### config.mk
export PLATFORM = sky130hd
export DESIGN_NAME = lsu_addr_unit
export DESIGN_NICKNAME = d
export VERILOG_FILES = /design/src/rtl/lsu_pkg.sv /design/src/rtl/lsu_decode.sv /design/src/rtl/lsu_agen.sv /design/src/rtl/lsu_lanes.sv /design/src/rtl/lsu_addr_unit.sv
export SDC_FILE = /design/constraint.sdc
export NUM_CORES = 1
export LEC_CHECK = 0
export BUFFER_PORTS_ARGS = -buffer_cell sky130_fd_sc_hd__clkbuf_2
export CAP_MARGIN = 20
export CORE_AREA = 2 2 163 165
export CTS_CLUSTER_SIZE = 24
export DETAILED_ROUTE_END_ITERATION = 8
export DIE_AREA = 0 0 165 167
export HOLD_SLACK_MARGIN = 0.15
export PLACE_DENSITY = 0.91
export SYNTH_ARGS = -nofsm -noshare
export SYNTH_HDL_FRONTEND = slang
export SYNTH_HIERARCHICAL = 1
export SYNTH_SLANG_ARGS = --single-unit
export TNS_END_PERCENT = 50
### constraint.sdc
create_clock -name clk -period 11.16 [get_ports clk]
set_clock_uncertainty 0.1 [all_clocks]
set_input_delay 0.558 -clock clk [delete_from_list [all_inputs] [get_ports clk]]
set_output_delay 0.558 -clock clk [all_outputs]
set_load 0.05 [all_outputs]
### src/rtl/lsu_pkg.sv
package lsu_pkg;

   localparam logic [7:0] OPC_LD_BYTE  = 8'h09;
   localparam logic [7:0] OPC_LD_QUAD  = 8'h12;
   localparam logic [7:0] OPC_LD_POOL  = 8'h17;
   localparam logic [7:0] OPC_ST_BYTE  = 8'h11;
   localparam logic [7:0] OPC_ST_QUAD  = 8'h19;

   // decoded view of one memory instruction
   typedef struct packed {
      logic known;    // opcode belongs to this unit
      logic store;    // write access
      logic wide;     // full-word access
      logic scaled;   // displacement scaled by word size
   } lsu_dec_t;

   typedef enum logic [0:0] {
      ST_IDLE = 1'b0,
      ST_WAIT = 1'b1
   } lsu_state_e;

endpackage

### src/rtl/lsu_decode.sv
module lsu_decode
   import lsu_pkg::*;
(
   input  logic [7:0] opcode,
   output lsu_dec_t   dec
);

   always_comb begin
      dec = '0;
      unique case (opcode)
         OPC_LD_BYTE: dec = '{known: 1'b1, store: 1'b0, wide: 1'b0, scaled: 1'b0};
         OPC_LD_QUAD: dec = '{known: 1'b1, store: 1'b0, wide: 1'b1, scaled: 1'b0};
         OPC_LD_POOL: dec = '{known: 1'b1, store: 1'b0, wide: 1'b1, scaled: 1'b1};
         OPC_ST_BYTE: dec = '{known: 1'b1, store: 1'b1, wide: 1'b0, scaled: 1'b0};
         OPC_ST_QUAD: dec = '{known: 1'b1, store: 1'b1, wide: 1'b1, scaled: 1'b0};
         default:     dec = '0;
      endcase
   end

endmodule

### src/rtl/lsu_agen.sv
module lsu_agen #(
   parameter int ADDR_W   = 64,
   parameter int DISP_W   = 8,
   parameter int SCALE_SH = 3,
   parameter int OFS_W    = 3
) (
   input  logic [ADDR_W-1:0] base,
   input  logic [DISP_W-1:0] disp,
   input  logic              scaled,
   input  logic              wide,
   output logic [ADDR_W-1:0] addr,
   output logic              unaligned
);

   localparam int EXT_W = ADDR_W - DISP_W;

   logic [ADDR_W-1:0] disp_ext;
   logic [ADDR_W-1:0] disp_eff;

   generate
      if (EXT_W > 0) begin : g_ext
         assign disp_ext = {{EXT_W{disp[DISP_W-1]}}, disp};
      end else begin : g_noext
         assign disp_ext = disp[ADDR_W-1:0];
      end

      if (SCALE_SH > 0) begin : g_scale
         assign disp_eff = scaled ? (disp_ext << SCALE_SH) : disp_ext;
      end else begin : g_noscale
         logic unused_scaled;
         assign unused_scaled = scaled;
         assign disp_eff = disp_ext;
      end
   endgenerate

   assign addr      = base + disp_eff;
   assign unaligned = wide && (addr[OFS_W-1:0] != '0);

endmodule

### src/rtl/lsu_lanes.sv
module lsu_lanes #(
   parameter int LANES = 8,
   parameter int OFS_W = 3
) (
   input  logic [OFS_W-1:0]   offset,
   input  logic               wide,
   input  logic               active,
   input  logic [8*LANES-1:0] src,
   input  logic [8*LANES-1:0] rdata,
   output logic [LANES-1:0]   be,
   output logic [8*LANES-1:0] wdata,
   output logic [8*LANES-1:0] ld_data
);

   logic [LANES-1:0] sel;
   logic [7:0]       pick [LANES];

   generate
      for (genvar i = 0; i < LANES; i++) begin : g_lane
         // big-endian: byte offset o lives on lane LANES-1-o
         localparam logic [OFS_W-1:0] LANE_OFS = OFS_W'(LANES - 1 - i);
         assign sel[i] = wide || (offset == LANE_OFS);
         assign be[i]  = active && sel[i];
         assign wdata[8*i +: 8] = wide ? src[8*i +: 8]
                                       : (sel[i] ? src[7:0] : 8'h00);
         assign pick[i] = sel[i] ? rdata[8*i +: 8] : 8'h00;
      end
   endgenerate

   logic [7:0] byte_val;
   always_comb begin
      byte_val = 8'h00;
      for (int k = 0; k < LANES; k++) begin
         byte_val = byte_val | pick[k];
      end
   end

   assign ld_data = wide ? rdata : {{(8*LANES-8){1'b0}}, byte_val};

endmodule

### src/rtl/lsu_addr_unit.sv
module lsu_addr_unit
   import lsu_pkg::*;
#(
   parameter int ADDR_W   = 64,
   parameter int DATA_W   = 64,
   parameter int DISP_W   = 8,
   parameter int SCALE_SH = 3
) (
   input  logic                clk,
   input  logic                rst_n,
   input  logic                iss_valid,
   output logic                iss_ready,
   input  logic [7:0]          iss_opcode,
   input  logic [ADDR_W-1:0]   iss_base,
   input  logic [DISP_W-1:0]   iss_disp,
   input  logic [DATA_W-1:0]   iss_src,
   output logic                misalign,
   output logic                mem_req,
   output logic                mem_we,
   output logic [ADDR_W-1:0]   mem_addr,
   output logic [DATA_W/8-1:0] mem_be,
   output logic [DATA_W-1:0]   mem_wdata,
   input  logic                mem_ready,
   input  logic [DATA_W-1:0]   mem_rdata,
   output logic                ld_valid,
   output logic [DATA_W-1:0]   ld_data
);

   localparam int LANES = DATA_W / 8;
   localparam int OFS_W = (LANES > 1) ? $clog2(LANES) : 1;

   generate
      if (DATA_W % 8 != 0) begin : g_bad_data
         $error("DATA_W must be a whole number of bytes");
      end
      if ((1 << OFS_W) != LANES) begin : g_bad_lanes
         $error("byte lane count must be a power of two");
      end
      if (DISP_W > ADDR_W || DISP_W < 1) begin : g_bad_disp
         $error("DISP_W out of range");
      end
      if (SCALE_SH < 0 || SCALE_SH >= ADDR_W) begin : g_bad_scale
         $error("SCALE_SH out of range");
      end
   endgenerate

   lsu_dec_t          dec;
   logic [ADDR_W-1:0] ea;
   logic              ea_bad;

   lsu_decode u_dec (
      .opcode (iss_opcode),
      .dec    (dec)
   );

   lsu_agen #(
      .ADDR_W   (ADDR_W),
      .DISP_W   (DISP_W),
      .SCALE_SH (SCALE_SH),
      .OFS_W    (OFS_W)
   ) u_agen (
      .base      (iss_base),
      .disp      (iss_disp),
      .scaled    (dec.scaled),
      .wide      (dec.wide),
      .addr      (ea),
      .unaligned (ea_bad)
   );

   lsu_state_e        state_q;
   logic [ADDR_W-1:0] addr_q;
   logic              wide_q;
   logic              store_q;
   logic [DATA_W-1:0] src_q;
   logic              mis_q;
   logic              ldv_q;
   logic [DATA_W-1:0] ld_q;
   logic [DATA_W-1:0] lane_wdata;
   logic [DATA_W-1:0] lane_ld;
   logic [LANES-1:0]  lane_be;

   logic take, accept;
   assign take   = (state_q == ST_IDLE) && iss_valid && dec.known;
   assign accept = (state_q == ST_WAIT) && mem_ready;

   always_ff @(posedge clk) begin
      if (!rst_n) begin
         state_q <= ST_IDLE;
         addr_q  <= '0;
         wide_q  <= 1'b0;
         store_q <= 1'b0;
         src_q   <= '0;
         mis_q   <= 1'b0;
         ldv_q   <= 1'b0;
         ld_q    <= '0;
      end else begin
         mis_q <= 1'b0;
         ldv_q <= 1'b0;
         if (take) begin
            if (ea_bad) begin
               mis_q <= 1'b1;
            end else begin
               state_q <= ST_WAIT;
               addr_q  <= ea;
               wide_q  <= dec.wide;
               store_q <= dec.store;
               src_q   <= iss_src;
            end
         end
         if (accept) begin
            state_q <= ST_IDLE;
            if (!store_q) begin
               ldv_q <= 1'b1;
               ld_q  <= lane_ld;
            end
         end
      end
   end

   lsu_lanes #(
      .LANES (LANES),
      .OFS_W (OFS_W)
   ) u_lanes (
      .offset  (addr_q[OFS_W-1:0]),
      .wide    (wide_q),
      .active  (state_q == ST_WAIT),
      .src     (src_q),
      .rdata   (mem_rdata),
      .be      (lane_be),
      .wdata   (lane_wdata),
      .ld_data (lane_ld)
   );

   assign iss_ready = (state_q == ST_IDLE);
   assign mem_req   = (state_q == ST_WAIT);
   assign mem_we    = mem_req && store_q;
   assign mem_addr  = addr_q;
   assign mem_be    = lane_be;
   assign mem_wdata = lane_wdata;
   assign misalign  = mis_q;
   assign ld_valid  = ldv_q;
   assign ld_data   = ld_q;

endmodule

==> flow_summary.json <==
{
  "route.detailed.drc": 0,
  "leakagePower_nw": 6.92,
  "grt_usage_pct": 30.8,
  "cp-start-kind": "input port",
  "routabilityCongestion": 0.980,
  "synth.area.top_cells": "dfxtp_1, mux2i_1, nand2_1",
  "fp.coreArea_um2": 25800,
  "post_cts_resized": 0,
  "cts_made_buffers": 17,
  "ir_drop_uv": 119,
  "vias_per_cell": 5.80,
  "clock.fmax_mhz": 184,
  "pwr-share-clk_pct": 38.4,
  "synth_top_flop_cell": "dfxtp_1",
  "netlist_area_um2": 13700,
  "seqPwrFrac_pct": 40.3,
  "cp-endpoint": "src_q[14]",
  "p_int_w": 0.00117,
  "worst_pin_slew_ps": 1060,
  "clock-root-buffer": "clkbuf_16",
  "die_area_um2": 27600,
  "reg2reg_to": "src_q[14]",
  "syn_avg_cell_area_um2": 7.91,
  "drt_first_pass_iters": 5,
  "worst_path_max_delay_cell": "buf_4",
  "cpPeakStageDelay_ps": 840,
  "critPathBufInv": 3,
  "rsz0062_at_grt": "false",
  "clkTransAtPathRegs_ps": 100,
  "cts_tree": "built",
  "seq_area_frac_synth_pct": 28.8,
  "synth_top_area_share_pct": 28.8,
  "synth_edf_count": 0,
  "async_reset_ff_share_pct": 0,
  "hold_viol_final": 0,
  "critical_path.startpoint": "iss_opcode[5]",
  "power.density_nw_per_um2": 107,
  "critPathRequiredTime_ps": 11430,
  "cts_hold_buf": 0,
  "chipWidth_um": 165,
  "post-cts-setup-buffer-count": 0,
  "clk_latency_ps": 430,
  "totalWireLength_mm": 44.3,
  "layout-drive-gt1-share_pct": 24.1,
  "pwr-share-comb_pct": 21.3,
  "worstPathCellList": "clkbuf_2 > nor3_1 > nand2_1 > nor2_1 > nor2b_1 > ha_1 > fa_1 > xor2_1 > o31a_1 > and4bb_4 > buf_4 > buf_4 > mux2i_1",
  "grt-ovfl-total": 0,
  "synth-seq-cells": 197,
  "fin_crit_sh_pct": 48.8,
  "critPathKind": "input port to flip-flop",
  "antenna_found_initial": 3,
  "setup-tns-final_ps": 0,
  "crit_path_end_kind": "flip-flop",
  "cts_max_level": 4,
  "finalSetupViolations": 0,
  "num_vias": 14000,
  "reg2reg_slack_ps": 7830,
  "grt_start_max_net_pins": 139,
  "reg2reg_depth": 5,
  "syn-num-nets": 2009,
  "yosysTopAreaCell": "dfxtp_1",
  "ant_nets": 0,
  "clockBufferDepth": 2,
  "drtIter0Drc": 1544,
  "power.total_w": 0.00175,
  "numPortBuffers": 416,
  "max_slew_margin_pct": 29.4,
  "syn_to_final_growth_pct": 19.3,
  "synth_common_cells": "nand2_1, mux2i_1, dfxtp_1",
  "critical_path_depth": 13,
  "setup_slack_ps": 5720,
  "power.net_switching_w": 0.000584,
  "r2r_start": "mem_req",
  "status": "completed",
  "crit_fanout": 55,
  "yosysMostFrequentCell": "nand2_1",
  "clkSinkCount": 197,
  "grt_pass1_wl_mm": 67.3,
  "preCtsSetupSlack_ps": 5240,
  "arrival_ps": 5710,
  "crit_family": "simple AND/OR/NAND/NOR gates",
  "fin_nets": 2339,
  "wl_per_cell_um": 18.3,
  "hp-class": "input port to flip-flop",
  "grt_pass1_vias": 13000,
  "min_period_ps": 5440,
  "cap_violations": 0,
  "start_util_pct": 53.2,
  "die_h_um": 167,
  "yosysUniqueCellTypes": 81,
  "yosysWarningCount": 6,
  "dpl.hpwl_mm": 34.0,
  "swShare_pct": 33.3,
  "cp_common_cell": "buf_4",
  "report.final.slew_viol_count": 0,
  "row_count": 59,
  "synthCells": 1733,
  "io_pins": 417
}
==> worst reg2reg max path: stages (launching register included) <==
cell      delay (ps)
dfxtp_1          310
buf_4            200
and4bb_4         710
buf_4            750
buf_4            870
mux2i_1          330
==> placed cells by master (no fill, tap or decap), types with 5 or more instances in the layout <==
cell type,Yosys,layout
a21oi_1,84,84
nor2b_1,29,29
nor2_1,52,52
ha_1,63,63
xnor2_1,38,38
a31oi_1,6,6
a21boi_0,8,8
o21a_1,11,11
o21ai_0,65,65
nand3_1,18,18
mux2_2,6,6
inv_1,15,15
nand2_1,479,479
o21bai_1,17,17
buf_4,12,11
dfxtp_1,197,196
and2_1,76,76
a21o_1,33,33
o21ai_1,9,9
a22o_1,36,36
nor3_1,20,20
mux2i_1,205,205
clkbuf_2,1,415
clkbuf_16,0,17
nand4_1,25,25
inv_12,0,5
xor2_1,23,23
nand2b_1,12,12
==> area by class of cell <==
cell class / count / area [um2]
fillers: 2203 / 9420
multi-input cells: 1404 / 9090
flip-flops and latches: 197 / 3950
repair buffers: 427 / 2170
clock buffers: 17 / 425
well taps: 335 / 419
clock inverters: 15 / 218
inverters: 16 / 62.6
diodes: 2 / 5.00
==> worst min path at each step <==
stage	slack, ps	start	cells past startpoint	endpoint
floorplan	330	src_q[10]	2	src_q[10]
global placement	340	ld_data[16]	2	ld_data[16]
detailed placement	340	ld_data[44]	2	ld_data[44]
CTS	220	iss_src[36]	3	src_q[36]
global route	230	iss_src[12]	3	src_q[12]
finish	230	iss_src[16]	3	src_q[16]
==> layer usage <==
metal | wire (um) | GRT usage (%)
met3 | 3580 | 4.96
met2 | 20700 | 51.1
met5 | 27 | 0
met1 | 18100 | 39.0
met4 | 1920 | 13.8
==> power by group through the flow <==
stage	sequential, W	combinational [W]	clock [W]
global placement	0.000723	0.000360	0
finish	0.000706	0.000373	0.000674
CTS	0.000706	0.000365	0.000686
global route	0.000707	0.000407	0.000713
floorplan	0.000728	0.000251	0
detailed placement	0.000723	0.000363	0
==> flip-flops by register name, summed over array words and instances (netlist names) <==
signal	cells
mem_addr	64
wide_q	1
mem_req	1
ld_data	64
misalign	1
src_q	64
store_q	1
ld_valid	1
==> stage by stage <==
stage	hold slack, ps	utilization, %	cell area (um2)	std cells
3_3_place_gp	341	60.9	15700	2379
4_1_cts	221	63.4	16300	2411
5_1_grt	230	63.4	16300	2412
3_5_place_dp	345	60.9	15700	2379
2_1_floorplan	335	-	13700	1733
6_report	234	63.5	16300	2413
==> cell families (layout without fill, tap and decap cells) <==
logic type,Yosys count,after routing,synth area share (%)
fa+ha+maj,64,64,5.90
other cells,0,2,0
buf+inv,132,475,4.91
simple gates,742,742,24.5
flops,197,197,28.8
mux,214,214,16.0
xor+xnor,61,61,3.90
compound gates,323,323,16.0
Note: power is estimated with default switching activity, not from simulation.
